## src/rtl/da_pkg.sv

```systemverilog
package da_pkg;
  typedef enum logic [1:0] {
    ST_IDLE = 2'd0,
    ST_RUN  = 2'd1,
    ST_FIN  = 2'd2
  } da_state_e;
endpackage

```

## src/rtl/da_sample_shifter.sv

```systemverilog
module da_sample_shifter #(
  parameter int NUM_TAPS = 8,
  parameter int DATA_W   = 8
) (
  input  logic                         clk_i,
  input  logic                         rst_ni,
  input  logic                         load_i,
  input  logic [NUM_TAPS*DATA_W-1:0]   samples_i,
  input  logic                         capture_i,
  input  logic                         shift_i,
  output logic [NUM_TAPS-1:0]          bits_o
);
  logic [DATA_W-1:0] stage_q [NUM_TAPS];
  logic [DATA_W-1:0] shreg_q [NUM_TAPS];

  for (genvar t = 0; t < NUM_TAPS; t++) begin : g_tap
    always_ff @(posedge clk_i or negedge rst_ni) begin
      if (!rst_ni)     stage_q[t] <= '0;
      else if (load_i) stage_q[t] <= samples_i[t*DATA_W +: DATA_W];
    end

    // capture reads the staging value from before this edge
    always_ff @(posedge clk_i or negedge rst_ni) begin
      if (!rst_ni)        shreg_q[t] <= '0;
      else if (capture_i) shreg_q[t] <= stage_q[t];
      else if (shift_i)   shreg_q[t] <= {1'b0, shreg_q[t][DATA_W-1:1]};
    end

    assign bits_o[t] = shreg_q[t][0];
  end
endmodule

```

## src/rtl/da_part_rom.sv

```systemverilog
module da_part_rom #(
  parameter int                          GROUP_TAPS = 4,
  parameter int                          COEF_W     = 8,
  parameter int                          ENT_W      = 10,
  parameter logic [GROUP_TAPS*COEF_W-1:0] GRP_COEFS = '0
) (
  input  logic [GROUP_TAPS-1:0]     addr_i,
  output logic signed [ENT_W-1:0]   entry_o
);
  localparam int DEPTH = 1 << GROUP_TAPS;

  function automatic logic signed [ENT_W-1:0] entry_val(input int a);
    logic signed [ENT_W-1:0] acc;
    acc = '0;
    for (int t = 0; t < GROUP_TAPS; t++)
      if (a[t]) acc = acc + ENT_W'($signed(GRP_COEFS[t*COEF_W +: COEF_W]));
    return acc;
  endfunction

  logic signed [ENT_W-1:0] lut_w [DEPTH];

  for (genvar a = 0; a < DEPTH; a++) begin : g_ent
    assign lut_w[a] = entry_val(a);
  end

  assign entry_o = lut_w[addr_i];
endmodule

```

## src/rtl/da_csa_acc.sv

```systemverilog
module da_csa_acc #(
  parameter int ACC_W = 19
) (
  input  logic             clk_i,
  input  logic             rst_ni,
  input  logic             clr_i,
  input  logic             en_i,
  input  logic             neg_i,
  input  logic [ACC_W-1:0] addend_i,
  output logic [ACC_W-1:0] sum_o,
  output logic [ACC_W-1:0] carry_o
);
  logic [ACC_W-1:0] x_w, s_d, maj_w, c_d;

  // subtract = add inverted operand, +1 goes into the free carry LSB
  always_comb begin
    x_w   = neg_i ? ~addend_i : addend_i;
    s_d   = sum_o ^ carry_o ^ x_w;
    maj_w = (sum_o & carry_o) | (sum_o & x_w) | (carry_o & x_w);
    c_d   = {maj_w[ACC_W-2:0], neg_i};
  end

  always_ff @(posedge clk_i or negedge rst_ni) begin
    if (!rst_ni) begin
      sum_o   <= '0;
      carry_o <= '0;
    end else if (clr_i) begin
      sum_o   <= '0;
      carry_o <= '0;
    end else if (en_i) begin
      sum_o   <= s_d;
      carry_o <= c_d;
    end
  end
endmodule

```

## src/rtl/da_inner_product.sv

```systemverilog
module da_inner_product
  import da_pkg::*;
#(
  parameter int                        NUM_TAPS   = 8,
  parameter int                        GROUP_TAPS = 4,
  parameter int                        DATA_W     = 8,
  parameter int                        COEF_W     = 8,
  parameter logic [NUM_TAPS*COEF_W-1:0] COEFS     = 64'h11807FFF40DB0564,
  localparam int                       ACC_W      = DATA_W + COEF_W + $clog2(NUM_TAPS)
) (
  input  logic                       clk_i,
  input  logic                       rst_ni,
  input  logic                       load_i,
  input  logic [NUM_TAPS*DATA_W-1:0] samples_i,
  input  logic                       start_i,
  output logic [ACC_W-1:0]           result_o,
  output logic                       done_o
);
  localparam int NUM_GROUPS = NUM_TAPS / GROUP_TAPS;
  localparam int ENT_W      = COEF_W + $clog2(GROUP_TAPS);
  localparam int CNT_W      = $clog2(DATA_W);
  localparam int GRP_BITS   = GROUP_TAPS * COEF_W;

  da_state_e           state_q;
  logic [CNT_W-1:0]    cnt_q;
  logic                start_ok_w, run_w, last_w;
  logic [NUM_TAPS-1:0] tap_bits_w;
  logic signed [ENT_W-1:0] ent_w [NUM_GROUPS];
  logic [ACC_W-1:0]    psum_w, addend_w, sum_w, carry_w;

  assign start_ok_w = start_i && (state_q == ST_IDLE);
  assign run_w      = (state_q == ST_RUN);
  assign last_w     = (cnt_q == CNT_W'(DATA_W - 1));

  da_sample_shifter #(.NUM_TAPS(NUM_TAPS), .DATA_W(DATA_W)) shifter_i (
    .clk_i     (clk_i),
    .rst_ni    (rst_ni),
    .load_i    (load_i),
    .samples_i (samples_i),
    .capture_i (start_ok_w),
    .shift_i   (run_w),
    .bits_o    (tap_bits_w)
  );

  for (genvar g = 0; g < NUM_GROUPS; g++) begin : g_grp
    da_part_rom #(
      .GROUP_TAPS (GROUP_TAPS),
      .COEF_W     (COEF_W),
      .ENT_W      (ENT_W),
      .GRP_COEFS  (COEFS[g*GRP_BITS +: GRP_BITS])
    ) rom_i (
      .addr_i  (tap_bits_w[g*GROUP_TAPS +: GROUP_TAPS]),
      .entry_o (ent_w[g])
    );
  end

  always_comb begin
    psum_w = '0;
    for (int g = 0; g < NUM_GROUPS; g++)
      psum_w = psum_w + ACC_W'(ent_w[g]);
    addend_w = psum_w << cnt_q;
  end

  // sign bit cycle subtracts
  da_csa_acc #(.ACC_W(ACC_W)) acc_i (
    .clk_i    (clk_i),
    .rst_ni   (rst_ni),
    .clr_i    (start_ok_w),
    .en_i     (run_w),
    .neg_i    (last_w),
    .addend_i (addend_w),
    .sum_o    (sum_w),
    .carry_o  (carry_w)
  );

  always_ff @(posedge clk_i or negedge rst_ni) begin
    if (!rst_ni) begin
      state_q <= ST_IDLE;
      cnt_q   <= '0;
    end else begin
      case (state_q)
        ST_IDLE: if (start_i) begin
          state_q <= ST_RUN;
          cnt_q   <= '0;
        end
        ST_RUN: begin
          cnt_q <= cnt_q + CNT_W'(1);
          if (last_w) state_q <= ST_FIN;
        end
        default: state_q <= ST_IDLE;
      endcase
    end
  end

  always_ff @(posedge clk_i or negedge rst_ni) begin
    if (!rst_ni) begin
      result_o <= '0;
      done_o   <= 1'b0;
    end else begin
      done_o <= (state_q == ST_FIN);
      if (state_q == ST_FIN) result_o <= sum_w + carry_w;
    end
  end
endmodule

```

## config.mk

```make
export PLATFORM = sky130hd
export DESIGN_NAME = da_inner_product
export DESIGN_NICKNAME = d
export VERILOG_FILES = /design/src/rtl/da_pkg.sv /design/src/rtl/da_sample_shifter.sv /design/src/rtl/da_part_rom.sv /design/src/rtl/da_csa_acc.sv /design/src/rtl/da_inner_product.sv
export SDC_FILE = /design/constraint.sdc
export NUM_CORES = 1
export LEC_CHECK = 0
export ABC_AREA = 1
export CORE_UTILIZATION = 50
export DETAILED_ROUTE_END_ITERATION = 10
export PLACE_DENSITY = 0.71
export SYNTH_ARGS = -nofsm -noshare
export SYNTH_HDL_FRONTEND = slang
export SYNTH_SLANG_ARGS = --single-unit
```

## constraint.sdc

```tcl
create_clock -name clk_i -period 4.15 [get_ports clk_i]
set_input_delay 0.6225 -clock clk_i [delete_from_list [all_inputs] [get_ports clk_i]]
set_output_delay 0.6225 -clock clk_i [all_outputs]
set_load 0.05 [all_outputs]
```

==> results.yml <==
timing:
  worst_slack_ns: 0.850
  hold_viol_final: 0
  min_period_over_period_pct: 79.5
  final-max-slew-violation-count: 0
  worst_slew_pin_slew_ns: 0.947
  min_period_ns: 3.30
  finalSetupTns_ns: 0
  setup_violations: 0
  final.setup_skew_ns: 0.0110
  rsz0062_at_grt: "false"
  relSlewSlack_pct: 36.8
  fmax_ghz: 0.303
power_and_ir_drop:
  pwr_density_cell_mw_per_mm2: 923
  p_int_uw: 5680
  p_leak_uw: 0.00565
  swShare_pct: 47.5
  power_frac_seq_pct: 26.8
  pwr-share-comb_pct: 57.4
  p_switching_uw: 5140
  ir_drop_v: 0.000429
  p_clk_share_pct: 15.8
synth:
  syn_avg_cell_area_um2: 8.74
  synth-edff-count: 0
  synth_area_leaders: "dfrtp_1, nand2_1, inv_1"
  yosysSeqAreaShare_pct: 47.5
  yosysMostFrequentCell: "nand2_1"
  synthTopCellsByCount: "nand2_1, dfrtp_1, inv_1"
  synthesis.area_mm2: 0.0101
  synth_top_area_share_pct: 47.5
  ys_types: 48
  yosys_warnings: 0
  ys.flop_type: "dfrtp_1"
  postSynth.asyncResetShare_pct: 100
  synth_top_cell_by_area: "dfrtp_1"
  synth-seq-cells: 191
  synthCells: 1150
  syn-num-nets: 1277
setup_path:
  cp-start-kind: "flop"
  path_class: "flop to flop"
  required_ns: 4.50
  cp.arrival_ns: 3.65
  worstSetupEndpointType: "flop"
  crit_fanout: 5
finish:
  finish.utilization_pct: 59.8
  final_area_mm2: 0.0117
  layout-drive-gt1-share_pct: 6.84
  area_growth_pct: 16.6
  fin_nets: 1342
  regArea_mm2: 0.00478
  diodes: 0
  fillers: 1750
  multi_input_area_mm2: 0.00440
  final_cells: 1493
cts:
  clkTransAtPathRegs_ns: 0.07
  cts_setup_buffers: 0
  clkLatencyLatePin_ns: 0.44
  ctsResizeCount: 0
  numCtsBuffers: 17
  cts_tree: "built"
  cts_hold_buf: 0
  htreeDepth: 4
  clock-sinks: 191
  clockBufferDepth: 2
  clock-root-buffer: "clkbuf_16"
die:
  core_mm2: 0.0196
  ioPinCount: 88
  die_h_um: 144
  die_w_um: 144
  rows: 51
  dieArea_mm2: 0.0207
  start_util_pct: 51.3
flow_run:
  cap_viol_max_count: 0
drt:
  via_per_inst: 5.29
  wl_um: 21700
  vias: 7892
  first_pass_iters: 5
  drc_errors: 0
  avgRoutedWirePerCell_um: 14.5
  drtIter0Drc: 508
  ant_nets: 0
global_route:
  grt_pass1_vias: 7574
  grt_max_degree: 118
  track_usage_pct: 23.1
  grt_pass1_wl_um: 37000
  antenna_found_initial: 0
  grt-ovfl-total: 0
placed_design:
  placedCellCount: 1461
  gp_congestion: 0.895
  post_dp_cell_area_mm2: 0.0111
  portBuffers: 87
  hpwl_um: 15100
  dpl_worst_slack_ns: 0.883
hold_path:
  min_path_type: "input pin to asynchronous set/reset pin"
status:
  status: "complete, no violations"
[cell type report]
cell class                      count  area share (%)
Clock buffer                       18            3.75
Multi-Input combinational cell    741            37.6
Clock inverter                     14            1.60
Tap cell                          265            2.83
Timing Repair Buffer               98            8.15
Inverter                          166            5.32
Sequential cell                   191            40.8
[worst max-delay path: stages, from the launching register on]
cell and delay [ns]:
dfrtp_1 0.42, inv_1 0.08, ha_1 0.31, xor2_1 0.14
ha_1 0.21, fa_1 0.41, nand3_1 0.09, nand2_1 0.10
nand2_1 0.09, nand2_1 0.05, nand2_1 0.07, nand3_1 0.10
nand2_1 0.09, nand2_1 0.08, nand2_1 0.10, nand2_1 0.06
nand2_1 0.08, nand2_1 0.05, nand2_1 0.11, fa_1 0.41
o22ai_1 0.17
[registers in the layout, summed over array words and instances, names as in the netlist]
register           count
acc_i.sum_o           19
shifter_i.bits_o       8
done_o                 1
result_o              19
cnt_q                  3
state_q                2
shifter_i.shreg_q     56
shifter_i.stage_q     64
acc_i.carry_o         19
[path summary, 6_finish.rpt]
kind / from / endpoint / slack [ns] / cells after the start
worst min register to register: result_o[0]$_DFFE_PN0P_ / result_o[0]$_DFFE_PN0P_ / 0.48 / 2
worst max-delay path: shifter_i.bits_o[4]$_DFFE_PN0P_ / acc_i.sum_o[8]$_DFFE_PN0P_ / 0.85 / 20
worst min-delay path: rst_ni / acc_i.carry_o[10]$_DFFE_PN0P_ / 0.33 / 1
worst max register to register: shifter_i.bits_o[4]$_DFFE_PN0P_ / acc_i.sum_o[8]$_DFFE_PN0P_ / 0.85 / 20
min in group clk_i: result_o[0]$_DFFE_PN0P_ / result_o[0]$_DFFE_PN0P_ / 0.48 / 2
max in group asynchronous: rst_ni / shifter_i.shreg_q[15]$_DFFE_PN0P_ / 2.90 / 2
[metrics by stage]
| step | power, µW | hold WS, ns |
|---|---|---|
| after floorplan | 7650 | 0.327 |
| after global placement | 8940 | 0.461 |
| after detailed placement | 9110 | 0.466 |
| after CTS | 10900 | 0.354 |
| after global routing | 11900 | 0.403 |
| final | 10800 | 0.330 |
[power by group through the flow]
stage | Combinational [µW] | Sequential, µW | Clock, µW
3_5_place_dp | 6180 | 2930 | 0
3_3_place_gp | 6030 | 2910 | 0
5_1_grt | 7120 | 2980 | 1820
6_report | 6210 | 2900 | 1710
2_1_floorplan | 4570 | 3080 | 0
4_1_cts | 6230 | 2900 | 1740
[per-layer routing]
metal | part of all wire (%) | global-route usage [%] | vias to the layer above
li1 | - | - | 3948
met1 | 47 | 31.7 | 3756
met2 | 47 | 37.7 | 168
met3 | 4.2 | 3.97 | 20
met4 | 1.1 | 6.55 | 0
met5 | 0 | 0 | -
[layout by cell type, fill, tap and decap left out, types with 3 or more instances in the layout]
cell type	synthesis	final
nand2_1	272	271
dfrtp_1	191	191
inv_1	162	162
o21ai_0	108	108
clkdlybuf4s50_1	0	85
nand3_1	71	71
o22ai_1	41	41
ha_1	39	39
a22oi_1	34	34
nor2_1	32	32
o221ai_1	20	20
a21oi_1	20	20
fa_1	20	20
clkbuf_16	0	17
mux2_2	15	15
buf_4	5	12
o21ai_1	10	10
nand4_1	7	7
xor2_1	7	7
a31oi_1	5	5
xnor2_1	5	5
nand2_2	3	4
clkinv_8	0	4
a21oi_2	3	3
inv_2	3	3
o21bai_1	3	3
inv_8	0	3
inv_6	0	3
[kinds of logic (layout without fill, tap and decap cells)]
group / after synthesis / after routing / share of synthesized area [%]
AOI/OAI and AO/OA: 255 / 255 / 15.6
xor gates and xnor gates: 12 / 12 / 1.05
adders and majority gates: 59 / 59 / 8.84
buffers and inverters: 218 / 296 / 8.66
DFF: 191 / 191 / 47.5
muxes: 15 / 15 / 1.68
and+or+nand+nor: 400 / 400 / 16.6
Note: power is estimated with default switching activity, not from simulation.
